--- src/rtl/rotmask_pkg.sv ---
package rotmask_pkg;

   typedef enum logic {
      MODE_CLEAR   = 1'b0,
      MODE_DEPOSIT = 1'b1
   } rm_mode_e;

   typedef struct packed {
      logic lt;
      logic gt;
      logic eq;
   } rm_flags_t;

endpackage

--- src/rtl/rotmask_rotator.sv ---
module rotmask_rotator #(
   parameter int W   = 32,
   parameter int SHW = $clog2(W)
) (
   input  logic [W-1:0]   data_i,
   input  logic [SHW-1:0] amt_i,
   output logic [W-1:0]   data_o
);

   logic [W-1:0] stage [0:SHW];

   assign stage[0] = data_i;

   for (genvar k = 0; k < SHW; k++) begin : g_stage
      localparam int STEP = 2 ** k;
      logic [W-1:0] turned;
      assign turned       = (stage[k] << STEP) | (stage[k] >> (W - STEP));
      assign stage[k + 1] = amt_i[k] ? turned : stage[k];
   end

   assign data_o = stage[SHW];

endmodule

--- src/rtl/rotmask_maskgen.sv ---
module rotmask_maskgen #(
   parameter int W   = 32,
   parameter int SHW = $clog2(W)
) (
   input  logic [SHW-1:0] start_i,
   input  logic [SHW-1:0] stop_i,
   output logic [W-1:0]   mask_o
);

   logic wraps;
   assign wraps = start_i > stop_i;

   for (genvar j = 0; j < W; j++) begin : g_bit
      localparam logic [SHW-1:0] POS = SHW'(W - 1 - j);
      logic at_or_after_start;
      logic at_or_before_stop;
      assign at_or_after_start = POS >= start_i;
      assign at_or_before_stop = POS <= stop_i;
      assign mask_o[j] = wraps ? (at_or_after_start | at_or_before_stop)
                               : (at_or_after_start & at_or_before_stop);
   end

endmodule

--- src/rtl/rotmask_merge.sv ---
module rotmask_merge
   import rotmask_pkg::*;
#(
   parameter int W = 32
) (
   input  logic [W-1:0] rot_i,
   input  logic [W-1:0] mask_i,
   input  logic [W-1:0] dst_i,
   input  rm_mode_e     mode_i,
   input  logic         flags_en_i,
   output logic [W-1:0] res_o,
   output rm_flags_t    flags_o
);

   logic [W-1:0] kept;
   logic         is_zero;
   logic         is_neg;

   always_comb begin
      kept  = (mode_i == MODE_DEPOSIT) ? (dst_i & ~mask_i) : '0;
      res_o = (rot_i & mask_i) | kept;
   end

   assign is_zero = (res_o == '0);
   assign is_neg  = res_o[W-1];

   always_comb begin
      flags_o = '0;
      if (flags_en_i) begin
         flags_o.lt = is_neg;
         flags_o.eq = is_zero;
         flags_o.gt = ~is_neg & ~is_zero;
      end
   end

endmodule

--- src/rtl/rotmask_unit.sv ---
module rotmask_unit
   import rotmask_pkg::*;
#(
   parameter int W       = 32,
   parameter bit REG_OUT = 1'b1,
   localparam int SHW    = $clog2(W)
) (
   input  logic           clk,
   input  logic           rst_n,
   input  logic [W-1:0]   src_i,
   input  logic [W-1:0]   dst_i,
   input  logic [SHW-1:0] amt_imm_i,
   input  logic [W-1:0]   amt_reg_i,
   input  logic           amt_sel_i,
   input  logic [SHW-1:0] mstart_i,
   input  logic [SHW-1:0] mstop_i,
   input  logic           deposit_i,
   input  logic           flags_en_i,
   output logic [W-1:0]   result_o,
   output logic           lt_o,
   output logic           gt_o,
   output logic           eq_o
);

   if (W < 8 || (2 ** SHW) != W) begin : g_bad_width
      initial $error("rotmask_unit: W must be a power of two, at least 8");
   end

   logic [SHW-1:0] amt;
   logic [W-1:0]   rotated;
   logic [W-1:0]   mask;
   logic [W-1:0]   res_c;
   rm_flags_t      flags_c;
   rm_mode_e       mode;

   assign amt  = amt_sel_i ? amt_reg_i[SHW-1:0] : amt_imm_i;
   assign mode = deposit_i ? MODE_DEPOSIT : MODE_CLEAR;

   rotmask_rotator #(.W(W), .SHW(SHW)) u_rot (
      .data_i (src_i),
      .amt_i  (amt),
      .data_o (rotated)
   );

   rotmask_maskgen #(.W(W), .SHW(SHW)) u_mask (
      .start_i (mstart_i),
      .stop_i  (mstop_i),
      .mask_o  (mask)
   );

   rotmask_merge #(.W(W)) u_merge (
      .rot_i      (rotated),
      .mask_i     (mask),
      .dst_i      (dst_i),
      .mode_i     (mode),
      .flags_en_i (flags_en_i),
      .res_o      (res_c),
      .flags_o    (flags_c)
   );

   if (REG_OUT) begin : g_reg
      rm_flags_t flags_q;
      always_ff @(posedge clk or negedge rst_n) begin
         if (!rst_n) begin
            result_o <= '0;
            flags_q  <= '0;
         end else begin
            result_o <= res_c;
            flags_q  <= flags_c;
         end
      end
      assign lt_o = flags_q.lt;
      assign gt_o = flags_q.gt;
      assign eq_o = flags_q.eq;
   end else begin : g_comb
      assign result_o = res_c;
      assign lt_o     = flags_c.lt;
      assign gt_o     = flags_c.gt;
      assign eq_o     = flags_c.eq;
   end

endmodule

--- config.mk ---
export PLATFORM = sky130hd
export DESIGN_NAME = rotmask_unit
export DESIGN_NICKNAME = d
export VERILOG_FILES = /design/src/rtl/rotmask_pkg.sv /design/src/rtl/rotmask_rotator.sv /design/src/rtl/rotmask_maskgen.sv /design/src/rtl/rotmask_merge.sv /design/src/rtl/rotmask_unit.sv
export SDC_FILE = /design/constraint.sdc
export NUM_CORES = 1
export LEC_CHECK = 0
export ABC_AREA = 1
export BUFFER_PORTS_ARGS = -buffer_cell sky130_fd_sc_hd__buf_2
export CAP_MARGIN = 20
export CORE_ASPECT_RATIO = 2
export CORE_MARGIN = 2
export CORE_UTILIZATION = 50
export CTS_CLUSTER_DIAMETER = 100
export DETAILED_ROUTE_END_ITERATION = 7
export HOLD_SLACK_MARGIN = 0.1
export PLACE_DENSITY = 0.79
export SLEW_MARGIN = 20
export SYNTH_ARGS = -nofsm -noshare
export SYNTH_HDL_FRONTEND = slang
export SYNTH_SLANG_ARGS = --single-unit
--- constraint.sdc ---
create_clock -name clk -period 0.8 [get_ports clk]
set_input_delay 0.16 -clock clk [delete_from_list [all_inputs] [get_ports clk]]
set_output_delay 0.16 -clock clk [all_outputs]
set_load 0.03 [all_outputs]
==> results of run 1 <==
==> metal layers <==
metal  global-route usage (%)  GRT overflow
met1                     66.9             2
met2                     98.6           123
met3                     36.8             0
met4                     85.1            74
met5                        0             0
==> cell families after synthesis <==
| group | synth area share [%] |
|---|---|
| AO/OA/AOI/OAI | 8.36 |
| adder cells (fa/ha/maj) | 1.39 |
| buffers and inverters | 11.4 |
| flip-flops | 19.4 |
| AND/OR/NAND/NOR | 59.4 |
==> through the flow <==
stage | cells | setup TNS (ns) | setup WS, ns | hold WS, ns | util [%]
floorplan | 803 | -21.36 | -1.01 | -0.136 | -
global placement | 1133 | -37.63 | -1.48 | 0.125 | 79.0
detailed placement | 1133 | -39.68 | -1.62 | 0.129 | 79.0
CTS | 1160 | -31.13 | -1.13 | 0.124 | 91.8
==> what timing repair did <==
| action | 4_1_cts |
|---|---|
| cloned | 4 |
| hold buffers | 1 |
| setup buffers | 16 |
| resized for setup | 221 |
| endpoints found under the setup margin | 70 |
| hold endpoints to repair | 35 |
| pin swaps | 67 |
==> metrics.txt, run 1 <==
via count of the first global-routing pass=9506; run status=did not finish; synthesized net count=924; number of synthesized register bits=35; syn avg cell area=5.61 sq um; total clock buffers created by CTS=5; prevailing post-synth register cell=dfrtp_1; top cell type by total area after synthesis=nand3_1; Cell Area, Placed=0.00702 sq mm; remaining global-route overflow=199; width of the die=71.1 um; final HPWL from detailed placement=18.3 mm; first-pass GRT wire length=54.8 mm; number of buffers inserted by port buffering=123; most area-consuming cells after synthesis=nand3_1 34%, dfrtp_1 19%, nand2_1 15%; total number of placement rows=49; GRT Total Usage=71.1%; initial core utilization=50.7%; Async SR Flop Fraction=100%; count of boundary I/O pins=151; cell types with the highest counts after synthesis=308 x nand3_1, 176 x nand2_1, 74 x inv_1; CTS Buffer Depth=2; post-synthesis cell type count=31; Synth Instances=803; final weighted congestion of routability-driven global placement=1.14; Synthesis Warnings=0; share of the synthesized area in the top cell type=34.2%; number of H-tree branching levels=2; clock net sink count=35; count of flip-flops with a built-in enable after synthesis=0; post-synthesis instance area=0.00451 sq mm; most numerous cell in the Yosys netlist=nand3_1; Root Buffer=clkbuf_16; maximum number of pins on one net before global-route repair=36; first error=[ERROR GRT-0116] Global routing finished with congestion. Check the congestion regions in the DRC Viewer.; Die Span Y=138 um; failing step=global routing (5_1_grt); proportion of synthesized chip area in sequential cells=19.4%
==> inputs of run 2 (changes only) <==
--- a/config.mk
+++ b/config.mk
@@ -8,13 +8,10 @@
 export ABC_AREA = 1
 export BUFFER_PORTS_ARGS = -buffer_cell sky130_fd_sc_hd__buf_2
 export CAP_MARGIN = 20
-export CORE_ASPECT_RATIO = 2
 export CORE_MARGIN = 2
-export CORE_UTILIZATION = 50
-export CTS_CLUSTER_DIAMETER = 100
+export CORE_UTILIZATION = 35
 export DETAILED_ROUTE_END_ITERATION = 7
-export HOLD_SLACK_MARGIN = 0.1
-export PLACE_DENSITY = 0.79
+export PLACE_DENSITY_LB_ADDON = 0.15
 export SLEW_MARGIN = 20
 export SYNTH_ARGS = -nofsm -noshare
 export SYNTH_HDL_FRONTEND = slang
==> metrics.txt, run 2 <==
Metal-1 WL=9.11 mm; Synthesis Warnings=0; amount of wire on met3 after detailed routing=1.89 mm; number of vias after detailed routing=6799; max-cap violations=0; prevailing post-synth register cell=dfrtp_1; via count normalized by instance count=5.58; CTS tree=done; cell types with the highest counts after synthesis=308 x nand3_1, 176 x nand2_1, 74 x inv_1; dominant cell type by count on the critical path=nor2_1; CTS clock-pin slew for the worst setup and hold paths=0.05 ns; largest register by flop count=result_o; Die Span Y=117 um; min-delay worst type=input port to register; top cell type by total area after synthesis=nand3_1; cell class contributing the biggest share of worst-path delay=simple AND/OR/NAND/NOR gates; endpoint kind of the worst setup timing path=register; Worst path max stage delay=0.23 ns; width of the die=117 um; chain of cells forming the critical path=buf_12 > inv_12 > ha_4 > nand2_2 > inv_2 > o21ai_2 > nand3_2 > nand2_4 > buf_8 > o21ai_2 > nand2_2 > nand3b_1 > nand2_1 > nor2_1 > nand2_1 > nor2_1 > nand2_1 > nor2_1 > nor2_1; endpoints failing hold=0; initial core utilization=35.7%; failing checks=negative setup slack; total clock buffers created by CTS=5; unrepaired setup endpoints after global routing=true; required time reported for the critical path endpoint=0.96 ns; maximum number of pins on one net before global-route repair=36; initial antenna violation count=0; syn avg cell area=5.61 sq um; routed wire length per instance=18.1 um; ratio of cells with drive above 1 in the final layout=54.7%; filler cell count=1071; via count of the first global-routing pass=6280; post-layout min period=1.97 ns; most numerous cell in the Yosys netlist=nand3_1; Root Buffer=clkbuf_16; kind of critical path=input port to register; post-route setup slack=-1.17 ns; LEAKAGE=4.24 nW; final HPWL from detailed placement=16.6 mm; Post-Route Setup TNS=-30.95 ns; post-synthesis cell type count=31; antenna-violating nets left=0; top library cells by usage in the layout, fill and taps aside=163 x nand3_2, 135 x nand2_1, 129 x nand3_1; area grow syn2layout=90.9%; CTS Buffer Depth=2; sequential standard cell area=876 sq um; Total Routed Length=22.0 mm; drt first pass iters=7; number of flip-flops under the largest register name=32; Worst Hold Path Cells=3; post-route clock period utilization=247%; diode count=0; synthesized net count=924; number of synthesized register bits=35; count of routing violations after the opening detailed-route iteration=773; remaining global-route overflow=0; count of flip-flops with a built-in enable after synthesis=0; placeable core region=0.0126 sq mm; number of buffers inserted by port buffering=123; met2 routed wirelength=10.3 mm; Final Max Slew Viols=0; worst path arrival time=2.14 ns; number of buffers and inverters on the critical path=4; DR DRC count=0; count of boundary I/O pins=151; power per standard cell area=1440 mW/mm^2; total number of placement rows=41; number of H-tree branching levels=2; share of the synthesized area in the top cell type=34.2%; total setup violations reported at the end of the flow=70; top layer in use=met4; most area-consuming cells after synthesis=nand3_1 34%, dfrtp_1 19%, nand2_1 15%; maximum fanout along the worst path=6; most common library cell in the layout ignoring fill and taps=nand3_2; cell type of the slowest stage on the worst timing path=ha_4; Synth Instances=803; final worst hold slack=0.146 ns; worst slew margin relative to its limit=75.4%; maximum vdd drop=0.790 mV; post-synthesis instance area=0.00451 sq mm; Stages on worst setup path=19; total die area=0.0138 sq mm; area used by multi-input combinational logic=0.00456 sq mm; proportion of synthesized chip area in sequential cells=19.4%; clock net sink count=35; Setup crit start kind=input port; first-pass GRT wire length=32.2 mm; slew at the pin closest to its max-slew limit=0.365 ns; GRT Total Usage=29.0%; Async SR Flop Fraction=100%; number of nets in the final layout=1167; final weighted congestion of routability-driven global placement=1.04; highest clock rate=506 MHz; run status=finished, violations left
==> run 2: cell counts after synthesis <==
No cell type changed its count.
==> run 2: per-layer routing <==
metal / up-vias / track usage [%]
met2: 358 / 49.6
li1: 3226 / -
met3: 59 / 3.54
met4: 0 / 6.33
met1: 3156 / 39.2
met5: - / 0
==> run 2: final timing paths <==
| kind | startpoint | endpoint | slack, ns |
|---|---|---|---|
| min | flags_en_i | gt_o$_DFF_PN0_ | 0.15 |
| min in group asynchronous | rst_n | result_o[11]$_DFF_PN0_ | 0.39 |
| max in group asynchronous | rst_n | result_o[18]$_DFF_PN0_ | 0.25 |
| max | mstop_i[2] | gt_o$_DFF_PN0_ | -1.17 |
==> run 2: final cells by class <==
| class | instances | area share, % |
|---|---|---|
| multi-input combinational | 651 | 53.0 |
| timing repair buffer | 275 | 28.7 |
| sequential | 35 | 10.2 |
| inverter | 78 | 3.98 |
| tap | 172 | 2.50 |
| clock buffer | 6 | 1.61 |
| clock inverter | 1 | 0.0582 |
==> run 2: logic make-up after synthesis <==
kind of cell / count (synthesis) / synth area share [%]
AND/OR/NAND/NOR: 577 / 59.4
buffers and inverters: 118 / 11.4
AO/OA/AOI/OAI: 68 / 8.36
adder cells (fa/ha/maj): 5 / 1.39
flip-flops: 35 / 19.4
==> run 2: repair_timing <==
action,in CTS,in global routing
hold endpoints to repair,35,0
pin swaps,36,40
hold buffers,1,0
setup buffers,12,16
gates resized for setup,181,153
setup endpoints to repair,70,70
gates cloned,1,8
==> run 2: where the power goes <==
| part | switching (W) | internal [W] | leakage (nW) |
|---|---|---|---|
| combinational | 0.00466 | 0.00358 | 3.73 |
| sequential | 0.000162 | 0.00210 | 0.438 |
| clock | 0.000638 | 0.00121 | 0.0727 |
| total | 0.00546 | 0.00689 | 4.24 |
==> run 2: stage by stage <==
stage,cell area [sq um],utilization [%],power [W],std cells,setup slack [ns]
after floorplan,5250,-,0.00603,803,-1.01
after global placement,6900,54.7,0.00847,1188,-1.51
final,8600,68.2,0.0123,1218,-1.17
after detailed placement,6900,54.7,0.00848,1188,-1.49
after global routing,8600,68.2,0.0130,1218,-1.31
after CTS,7740,61.3,0.0114,1203,-1.09
(Power assumes the default switching activity.)
==> inputs of run 3 (changes only) <==
--- a/config.mk
+++ b/config.mk
@@ -16,3 +16,4 @@
 export SYNTH_ARGS = -nofsm -noshare
 export SYNTH_HDL_FRONTEND = slang
 export SYNTH_SLANG_ARGS = --single-unit
+export TNS_END_PERCENT = 1
==> metrics.txt, run 3 (synthesized netlist as in run 2, its figures left out) <==
maximum number of pins on one net before global-route repair=36; cell class contributing the biggest share of worst-path delay=simple AND/OR/NAND/NOR gates; total number of placement rows=41; width of the die=117 um; kind of critical path=input port to register; worst path arrival time=2.11 ns; Root Buffer=clkbuf_16; power per standard cell area=1470 mW/mm^2; number of nets in the final layout=1148; initial core utilization=35.7%; total die area=0.0138 sq mm; max-cap violations=0; failing checks=negative setup slack; maximum fanout along the worst path=13; Final Max Slew Viols=0; min-delay worst type=input port to register; total clock buffers created by CTS=5; Setup crit start kind=input port; largest register by flop count=result_o; clock net sink count=35; endpoints failing hold=0; chain of cells forming the critical path=buf_6 > inv_6 > or2_4 > o21ai_4 > buf_12 > buf_6 > buf_16 > nand3_2 > nand3_2 > nand3_1 > nand3_2 > o21ai_4 > nor2_2 > nand2_1 > nor2_1 > nand2_1 > nor2_1 > nor2_1; required time reported for the critical path endpoint=0.97 ns; Worst path max stage delay=0.23 ns; drt first pass iters=7; number of buffers and inverters on the critical path=5; placeable core region=0.0126 sq mm; DR DRC count=0; GRT Total Usage=28.0%; top library cells by usage in the layout, fill and taps aside=181 x nand3_1, 157 x nand2_1, 125 x nand3_2; Die Span Y=117 um; post-route setup slack=-1.15 ns; area grow syn2layout=70.5%; count of boundary I/O pins=151; number of vias after detailed routing=6676; Total Routed Length=19.9 mm; maximum vdd drop=0.753 mV; final HPWL from detailed placement=15.4 mm; CTS Buffer Depth=2; number of buffers inserted by port buffering=123; worst slew margin relative to its limit=78.3%; endpoint kind of the worst setup timing path=register; initial antenna violation count=0; number of H-tree branching levels=2; routed wire length per instance=16.6 um; via count of the first global-routing pass=6365; most common library cell in the layout ignoring fill and taps=nand3_1; run status=finished, violations left; CTS tree=done; Cell Area, Placed=0.00620 sq mm; antenna-violating nets left=0; unrepaired setup endpoints after global routing=true; diode count=0; post-route clock period utilization=243%; final weighted congestion of routability-driven global placement=0.962; post-place setup slack=-1.52 ns; LEAKAGE=3.91 nW; fin area=0.00768 sq mm; remaining global-route overflow=0; highest clock rate=513 MHz; count of routing violations after the opening detailed-route iteration=576; number of flip-flops under the largest register name=32; ratio of cells with drive above 1 in the final layout=44.6%; total setup violations reported at the end of the flow=70; post-layout min period=1.95 ns; cell type of the slowest stage on the worst timing path=or2_4; CTS clock-pin slew for the worst setup and hold paths=0.05 ns; slew at the pin closest to its max-slew limit=0.322 ns; via count normalized by instance count=5.56; first-pass GRT wire length=31.2 mm
-- run 3: cell count changes in the layout (fill, tap and decap cells not counted), moves of 14 or more --
cell | previous run | this run
nand3_1 | 129 | 181
nand3_2 | 163 | 125
nand2_1 | 135 | 157
nand3_4 | 16 | 2
buf_6 | 61 | 44
nand2_2 | 39 | 17
-- run 3: layout make-up --
| cell class | count | area, sq um |
|---|---|---|
| Clock buffer | 6 | 129 |
| Clock inverter | 2 | 12.5 |
| Fill cell | 1239 | 4940 |
| Inverter | 78 | 320 |
| Multi-Input combinational cell | 650 | 4020 |
| Sequential cell | 35 | 876 |
| Tap cell | 172 | 215 |
| Timing Repair Buffer | 257 | 2110 |
-- run 3: repair_timing --
item	4_1_cts	5_1_grt
endpoints found under the hold margin	35	0
setup buffers	7	4
pin swaps	23	23
cloned	3	0
hold buffers	1	0
setup endpoints to repair	70	70
gates resized for setup	208	88
-- run 3: report_power, final --
part	switching [W]	leakage [nW]	internal, W
logic	0.00419	3.40	0.00309
registers	0.000156	0.438	0.00210
clock network	0.000642	0.0669	0.00114
total	0.00499	3.91	0.00633
-- run 3: path summary, 6_finish.rpt --
| path | cells after the start | start | endpoint |
|---|---|---|---|
| max | 18 | amt_sel_i | gt_o$_DFF_PN0_ |
| min in group asynchronous | 3 | rst_n | result_o[15]$_DFF_PN0_ |
| max in group asynchronous | 3 | rst_n | result_o[16]$_DFF_PN0_ |
| min | 3 | flags_en_i | gt_o$_DFF_PN0_ |
-- run 3: per-layer routing --
| metal | part of all wire (%) | track usage [%] | vias to the layer above |
|---|---|---|---|
| li1 | - | - | 3195 |
| met1 | 40 | 34.6 | 3106 |
| met2 | 48 | 47.8 | 316 |
| met3 | 8.9 | 6.20 | 59 |
| met4 | 3.3 | 10.2 | 0 |
| met5 | 0 | 0 | - |
-- run 3: tightest hold or removal path: cells and delay by family --
family                 cells  cell delay, ns
buffers and inverters      1            0.11
and+or+nand+nor            2            0.11
-- run 3: per-stage QoR --
step,cells,util (%),hold WS (ns),setup TNS [ns],total power [W]
after CTS,1196,57.7,0.137,-29.08,0.0108
after detailed placement,1177,49.1,0.124,-37.99,0.00787
after floorplan,803,-,-0.136,-22.10,0.00552
after global placement,1177,49.1,0.128,-37.43,0.00786
final,1200,60.9,0.137,-30.71,0.0113
after global routing,1200,60.9,0.148,-33.85,0.0120
